--- src/rtl/rr_pkg.sv ---
package rr_pkg;

  typedef enum logic [1:0] {
    RS_FREE  = 2'd0,
    RS_ALLOC = 2'd1,
    RS_AVAIL = 2'd2,
    RS_DONE  = 2'd3
  } ren_state_e;

endpackage

--- src/rtl/rr_free_pick.sv ---
module rr_free_pick #(
  parameter int N = 4,
  localparam int W = (N > 1) ? $clog2(N) : 1
) (
  input  logic [N-1:0] free_i,
  output logic         any_o,
  output logic [W-1:0] idx_o
);

  // lowest index wins; idx 0 when nothing is free
  always_comb begin
    any_o = 1'b0;
    idx_o = '0;
    for (int i = N - 1; i >= 0; i--) begin
      if (free_i[i]) begin
        any_o = 1'b1;
        idx_o = W'(i);
      end
    end
  end

endmodule

--- src/rtl/rr_ref_cnt.sv ---
module rr_ref_cnt #(
  parameter int CNT_W = 4
) (
  input  logic             clk_i,
  input  logic             rst_ni,
  input  logic [1:0]       inc_i,
  input  logic [1:0]       dec_i,
  output logic [CNT_W-1:0] cnt_o,
  output logic [CNT_W-1:0] cnt_nxt_o
);

  assign cnt_nxt_o = cnt_o + CNT_W'(inc_i) - CNT_W'(dec_i);

  always_ff @(posedge clk_i or negedge rst_ni) begin
    if (!rst_ni) cnt_o <= '0;
    else         cnt_o <= cnt_nxt_o;
  end

endmodule

--- src/rtl/rr_map_table.sv ---
module rr_map_table #(
  parameter int NUM_ARCH = 8,
  parameter int NUM_REN  = 4,
  localparam int AW = $clog2(NUM_ARCH),
  localparam int RW = $clog2(NUM_REN)
) (
  input  logic                         clk_i,
  input  logic                         rst_ni,
  input  logic [1:0][AW-1:0]           src_i,
  output logic [1:0]                   src_vld_o,
  output logic [1:0][RW-1:0]           src_tag_o,
  input  logic                         set_i,
  input  logic [AW-1:0]                set_arch_i,
  input  logic [RW-1:0]                set_tag_i,
  input  logic                         clr_i,
  input  logic [AW-1:0]                clr_arch_i,
  input  logic [RW-1:0]                clr_tag_i,
  output logic [NUM_ARCH-1:0]          map_vld_o,
  output logic [NUM_ARCH-1:0][RW-1:0]  map_tag_o
);

  always_comb begin
    for (int p = 0; p < 2; p++) begin
      src_vld_o[p] = map_vld_o[src_i[p]];
      src_tag_o[p] = map_tag_o[src_i[p]];
    end
  end

  always_ff @(posedge clk_i or negedge rst_ni) begin
    if (!rst_ni) begin
      map_vld_o <= '0;
      map_tag_o <= '0;
    end else begin
      // drop only an entry that still names the retiring tag
      if (clr_i && map_vld_o[clr_arch_i] && map_tag_o[clr_arch_i] == clr_tag_i)
        map_vld_o[clr_arch_i] <= 1'b0;
      // a new allocation overrides a same-cycle clear
      if (set_i) begin
        map_vld_o[set_arch_i] <= 1'b1;
        map_tag_o[set_arch_i] <= set_tag_i;
      end
    end
  end

endmodule

--- src/rtl/rr_rename_mgr.sv ---
module rr_rename_mgr
  import rr_pkg::*;
#(
  parameter int NUM_ARCH = 8,
  parameter int NUM_REN  = 4,
  parameter int DATA_W   = 16,
  parameter int CNT_W    = 4,
  localparam int AW = $clog2(NUM_ARCH),
  localparam int RW = $clog2(NUM_REN)
) (
  input  logic                   clk_i,
  input  logic                   rst_ni,
  input  logic                   iss_valid_i,
  output logic                   iss_ready_o,
  input  logic [AW-1:0]          iss_dst_i,
  input  logic [1:0][AW-1:0]     iss_src_i,
  output logic [RW-1:0]          iss_tag_o,
  output logic [1:0]             iss_src_ren_o,
  output logic [1:0][AW-1:0]     iss_src_idx_o,
  input  logic [1:0]             fch_valid_i,
  input  logic [1:0]             fch_ren_i,
  input  logic [1:0][AW-1:0]     fch_idx_i,
  output logic [1:0][DATA_W-1:0] fch_data_o,
  input  logic                   wr_valid_i,
  input  logic [RW-1:0]          wr_tag_i,
  input  logic [DATA_W-1:0]      wr_data_i,
  input  logic                   cmp_valid_i,
  input  logic [RW-1:0]          cmp_tag_i
);

  ren_state_e [NUM_REN-1:0]             state_q, state_d;
  logic [NUM_REN-1:0][AW-1:0]           dst_q;
  logic [NUM_REN-1:0][DATA_W-1:0]       ren_data_q;
  logic [NUM_ARCH-1:0][DATA_W-1:0]      arf_q;
  logic [NUM_REN-1:0][CNT_W-1:0]        cnt_q, cnt_d;
  logic [NUM_REN-1:0][1:0]              inc, dec;
  logic [NUM_ARCH-1:0]                  map_vld;
  logic [NUM_ARCH-1:0][RW-1:0]          map_tag;
  logic [NUM_REN-1:0]                   free_vec;
  logic                                 any_free;
  logic [RW-1:0]                        pick;
  logic                                 iss_fire, cmp_fire;
  logic [AW-1:0]                        cmp_dst;
  logic [1:0]                           lk_vld;
  logic [1:0][RW-1:0]                   lk_tag;

  always_comb begin
    for (int i = 0; i < NUM_REN; i++) free_vec[i] = (state_q[i] == RS_FREE);
  end

  rr_free_pick #(.N(NUM_REN)) u_pick (
    .free_i (free_vec),
    .any_o  (any_free),
    .idx_o  (pick)
  );

  assign iss_ready_o = any_free;
  assign iss_tag_o   = pick;
  assign iss_fire    = iss_valid_i && any_free;
  assign cmp_fire    = cmp_valid_i && (state_q[cmp_tag_i] == RS_AVAIL);
  assign cmp_dst     = dst_q[cmp_tag_i];

  rr_map_table #(.NUM_ARCH(NUM_ARCH), .NUM_REN(NUM_REN)) u_map (
    .clk_i      (clk_i),
    .rst_ni     (rst_ni),
    .src_i      (iss_src_i),
    .src_vld_o  (lk_vld),
    .src_tag_o  (lk_tag),
    .set_i      (iss_fire),
    .set_arch_i (iss_dst_i),
    .set_tag_i  (pick),
    .clr_i      (cmp_fire),
    .clr_arch_i (cmp_dst),
    .clr_tag_i  (cmp_tag_i),
    .map_vld_o  (map_vld),
    .map_tag_o  (map_tag)
  );

  always_comb begin
    for (int p = 0; p < 2; p++) begin
      iss_src_ren_o[p] = lk_vld[p];
      iss_src_idx_o[p] = lk_vld[p] ? AW'(lk_tag[p]) : iss_src_i[p];
      fch_data_o[p]    = fch_ren_i[p] ? ren_data_q[fch_idx_i[p][RW-1:0]]
                                      : arf_q[fch_idx_i[p]];
    end
  end

  // per-register reference deltas, up to two each way per cycle
  always_comb begin
    for (int i = 0; i < NUM_REN; i++) begin
      inc[i] = 2'd0;
      dec[i] = 2'd0;
      for (int p = 0; p < 2; p++) begin
        if (iss_fire && lk_vld[p] && lk_tag[p] == RW'(i))
          inc[i] = inc[i] + 2'd1;
        if (fch_valid_i[p] && fch_ren_i[p] && fch_idx_i[p][RW-1:0] == RW'(i))
          dec[i] = dec[i] + 2'd1;
      end
    end
  end

  for (genvar g = 0; g < NUM_REN; g++) begin : g_cnt
    rr_ref_cnt #(.CNT_W(CNT_W)) u_cnt (
      .clk_i     (clk_i),
      .rst_ni    (rst_ni),
      .inc_i     (inc[g]),
      .dec_i     (dec[g]),
      .cnt_o     (cnt_q[g]),
      .cnt_nxt_o (cnt_d[g])
    );
  end

  always_comb begin
    for (int i = 0; i < NUM_REN; i++) begin
      state_d[i] = state_q[i];
      case (state_q[i])
        RS_FREE:  if (iss_fire && pick == RW'(i))          state_d[i] = RS_ALLOC;
        RS_ALLOC: if (wr_valid_i && wr_tag_i == RW'(i))    state_d[i] = RS_AVAIL;
        RS_AVAIL: if (cmp_fire && cmp_tag_i == RW'(i))     state_d[i] = RS_DONE;
        default:  ;
      endcase
      // reclaim once retired and no reader is left
      if (state_d[i] == RS_DONE && cnt_d[i] == '0) state_d[i] = RS_FREE;
    end
  end

  always_ff @(posedge clk_i or negedge rst_ni) begin
    if (!rst_ni) begin
      for (int i = 0; i < NUM_REN; i++) state_q[i] <= RS_FREE;
      dst_q      <= '0;
      ren_data_q <= '0;
      arf_q      <= '0;
    end else begin
      state_q <= state_d;
      if (iss_fire) dst_q[pick] <= iss_dst_i;
      if (wr_valid_i && state_q[wr_tag_i] == RS_ALLOC)
        ren_data_q[wr_tag_i] <= wr_data_i;
      if (cmp_fire) arf_q[cmp_dst] <= ren_data_q[cmp_tag_i];
    end
  end

endmodule

--- config.mk ---
export PLATFORM = sky130hd
export DESIGN_NAME = rr_rename_mgr
export DESIGN_NICKNAME = d
export VERILOG_FILES = /design/src/rtl/rr_pkg.sv /design/src/rtl/rr_free_pick.sv /design/src/rtl/rr_ref_cnt.sv /design/src/rtl/rr_map_table.sv /design/src/rtl/rr_rename_mgr.sv
export SDC_FILE = /design/constraint.sdc
export NUM_CORES = 1
export LEC_CHECK = 0
export BUFFER_PORTS_ARGS = -buffer_cell sky130_fd_sc_hd__buf_2
export CAP_MARGIN = 30
export CORE_ASPECT_RATIO = 0.8
export CORE_UTILIZATION = 56
export DETAILED_ROUTE_END_ITERATION = 10
export MAX_ROUTING_LAYER = met4
export PLACE_DENSITY = 0.84
export SLEW_MARGIN = 40
export SYNTH_ARGS = -nofsm -noshare
export SYNTH_HDL_FRONTEND = slang
export SYNTH_SLANG_ARGS = --single-unit
--- constraint.sdc ---
create_clock -name clk_i -period 3.5 [get_ports clk_i]
set_input_delay 0.35 -clock clk_i [delete_from_list [all_inputs] [get_ports clk_i]]
set_output_delay 0.35 -clock clk_i [all_outputs]
set_load 0.02 [all_outputs]
==> reports/results.ini <==
[clock_network]
tritoncts=done
cts-root-buf=clkbuf_16
clock_latency_ns=0.54
h-tree-depth=1
clock_path_buffers=3
path_clk_slew_ns=0.06
cts_buffers=26
clock_sinks=252

[cells_and_area]
seq_area_mm2=0.00631
fin_nets=1230
final_cells=1501
nFillCells=1697
syn2layout_area_growth_pct=15.6
drive_gt1_frac=0.503
multiInputGateArea_mm2=0.00784
fin_area_mm2=0.0167

[min_path]
whs_path_depth=2
holdCritPathClass=primary input to register

[synth]
yosysWarningCount=0
ys_seq_area_frac=0.438
ys_async_sr_fraction=1.00
ys.flop_type=dfrtp_1
synth_seq_cells=252
ys_types=50
synth_fp_nets=1108
synth-edff-count=0
synthCells=1032
netlist_area_mm2=0.0144
syn_avg_cell_area_um2=14.0
netlist_top_cells_area=dfrtp_1 44%, mux4_2 20%, mux2_2 17%
yosysTopAreaCell=dfrtp_1
synthDominantCellAreaShare=0.438

[sta]
rsz0062_at_grt=yes
drv_slew=0
finalCriticalPeriod_ns=3.65
holdWs_ns=0.0905
fmaxAchievable_mhz=274
slew_headroom=0.394
worst_slack_ns=-0.145
clock_skew_ns=0.0210
hold_viol=0
tightestPinTransition_ns=0.902
setup_viol=4
fin_crit_sh=1.04

[critical_path]
crit_chain=mux4_2, mux2_4, buf_4, nand3_1, nor2_1, ha_1, fa_1, ha_1, a21o_1, a21oi_2, xnor2_1, nor4_2, nor2b_1, nor2_1
cp.depth=14
critPathTopFamily=adder cells
crit_path_top_delay_cell=mux4_2
rr_worst_depth=14
path_class=register to register
cp_num_buf_inv=1
worstPathMaxFanout=2
cp-start-kind=register
cpPeakStageDelay_ns=0.49
crit_required_ns=3.91
critPathArrivalTime_ns=4.05
cp-end-kind=register

[placed_design]
dpl_cell_area_mm2=0.0155
routabilityCongestion=0.953
place.port_buffers=86
dp.cells=1440
pre_cts_ws_ns=-0.345
hpwl_um=24600

[floorplanning]
die_area_mm2=0.0264
start_util=0.569
die_h_um=145
io_pins=87
core.rowCount=52
die_width_um=181
coreArea_mm2=0.0253

[global_routing]
grt_overflow=0
grt_max_degree=106
antenna_found_initial=5
grt_pass1_vias=10559
grt_pass1_wl_um=60500
grt_usage=0.311

[routing]
finalWirelength_um=38300
vias=9899
via_per_inst=6.59
ant_nets=0
drtIter0Drc=1056
first_pass_iters=5
post_drt_wl_per_cell_um=25.5
drc=0

[power]
p_total_w=0.0146
p_per_area_mw_per_mm2=876
vdd_drop_max_mv=0.657
leakage_nw=7.51

[run_status]
status=complete, but fails checks
violations=negative setup slack

[run]
max_cap_violations=0

-- synthesized netlist by cell type, types with 2 or more instances --
library cell and instances:
mux4_2 129, o21ai_0 41, a21oi_1 17, nand2b_1 7, inv_1 36, or2_2 2
xnor2_1 12, mux2_2 220, nor2b_1 13, buf_6 2, nor3b_1 4, dfrtp_1 252
o22a_1 2, and2_1 2, nand4_1 2, mux2i_1 36, nor4_1 5, nand3_1 5
fa_1 8, nand2_1 62, or3_1 2, and3_1 4, nor2_1 32, nor3_1 15
ha_1 24, buf_1 18, mux2_1 9, a21o_1 4, o21a_1 2, mux2_4 2
clkbuf_1 35, buf_2 10
-- layout make-up --
type,instances,share of cell area
inverters,36,0.00811
multi-input cells,678,0.470
clock inverters,9,0.00496
clock buffers,37,0.0476
diodes,5,0.000751
repair buffers,160,0.0652
flip-flops and latches,252,0.379
well taps,324,0.0243
-- stage by stage --
step	TNS, ns	utilization
floorplan	-0.0569	-
global placement	-1.39	0.614
detailed placement	-2.11	0.614
CTS	-0.159	0.653
global route	-1.22	0.658
finish	-0.399	0.658
-- state kept, by name, indices dropped and copies added, names as in the netlist --
register           flops
g_cnt.u_cnt.cnt_o     16
state_q                8
u_map.map_vld_o        8
u_map.map_tag_o       16
dst_q                 12
arf_q                128
ren_data_q            64
-- routing by layer --
layer / vias up / GRT usage / part of all wire
met5: - / - / 0
li1: 4154 / - / -
met2: 557 / 0.488 / 0.49
met1: 5101 / 0.412 / 0.39
met4: 0 / 0.102 / 0.029
met3: 87 / 0.0588 / 0.092
-- kinds of logic (layout without fill, tap and decap cells) --
kind of cell / count (synthesis) / in the layout / share of synthesized area
AO/OA/AOI/OAI: 76 / 76 / 0.0307
XOR/XNOR: 12 / 12 / 0.00729
adder cells (fa/ha/maj): 32 / 32 / 0.0320
buffers and inverters: 102 / 242 / 0.0287
flip-flops: 252 / 252 / 0.438
multiplexers: 397 / 397 / 0.409
other: 0 / 5 / 0
AND/OR/NAND/NOR: 161 / 161 / 0.0544
-- final timing paths --
kind	start	end	slack, ns
min	wr_data_i[6]	ren_data_q[6]	0.09
max in group asynchronous	rst_ni	ren_data_q[33]	2.17
min reg2reg	dst_q[3]	dst_q[3]	0.49
max reg2reg	u_map.map_tag_o[7]	state_q[7]	-0.15
max	u_map.map_tag_o[7]	state_q[7]	-0.15
min in group asynchronous	rst_ni	ren_data_q[23]	0.32
-- power breakdown --
part	internal [W]	switching [W]
clock	0.00165	0.00118
sequential	0.00423	0.00103
combinational	0.00343	0.00308
-- placed cells by master (no fill, tap or decap), drive strengths merged, types with 2 or more instances in the layout --
cell    count
dfrtp     252
mux2      231
nor3b       5
ha         24
nor3       15
or3         2
nor2       32
a22oi       2
clkbuf     37
o21ai      41
nand4       2
nand2      62
diode       5
and2        2
nand2b      7
a21o        4
o22a        2
and3        4
clkinv      5
or2         2
nor2b      13
nor4        6
fa          8
buf       159
nand3       5
mux2i      37
o22ai       2
inv        38
a21oi      17
xnor2      12
mux4      129
o21a        2
-- repair_timing --
action,in CTS,in global routing
setup endpoints to repair,8,8
gates resized for setup,15,17
hold endpoints to repair,102,0
hold buffers,1,0
pin swaps,7,10
buffers inserted,7,1
Note: power is estimated with default switching activity, not from simulation.
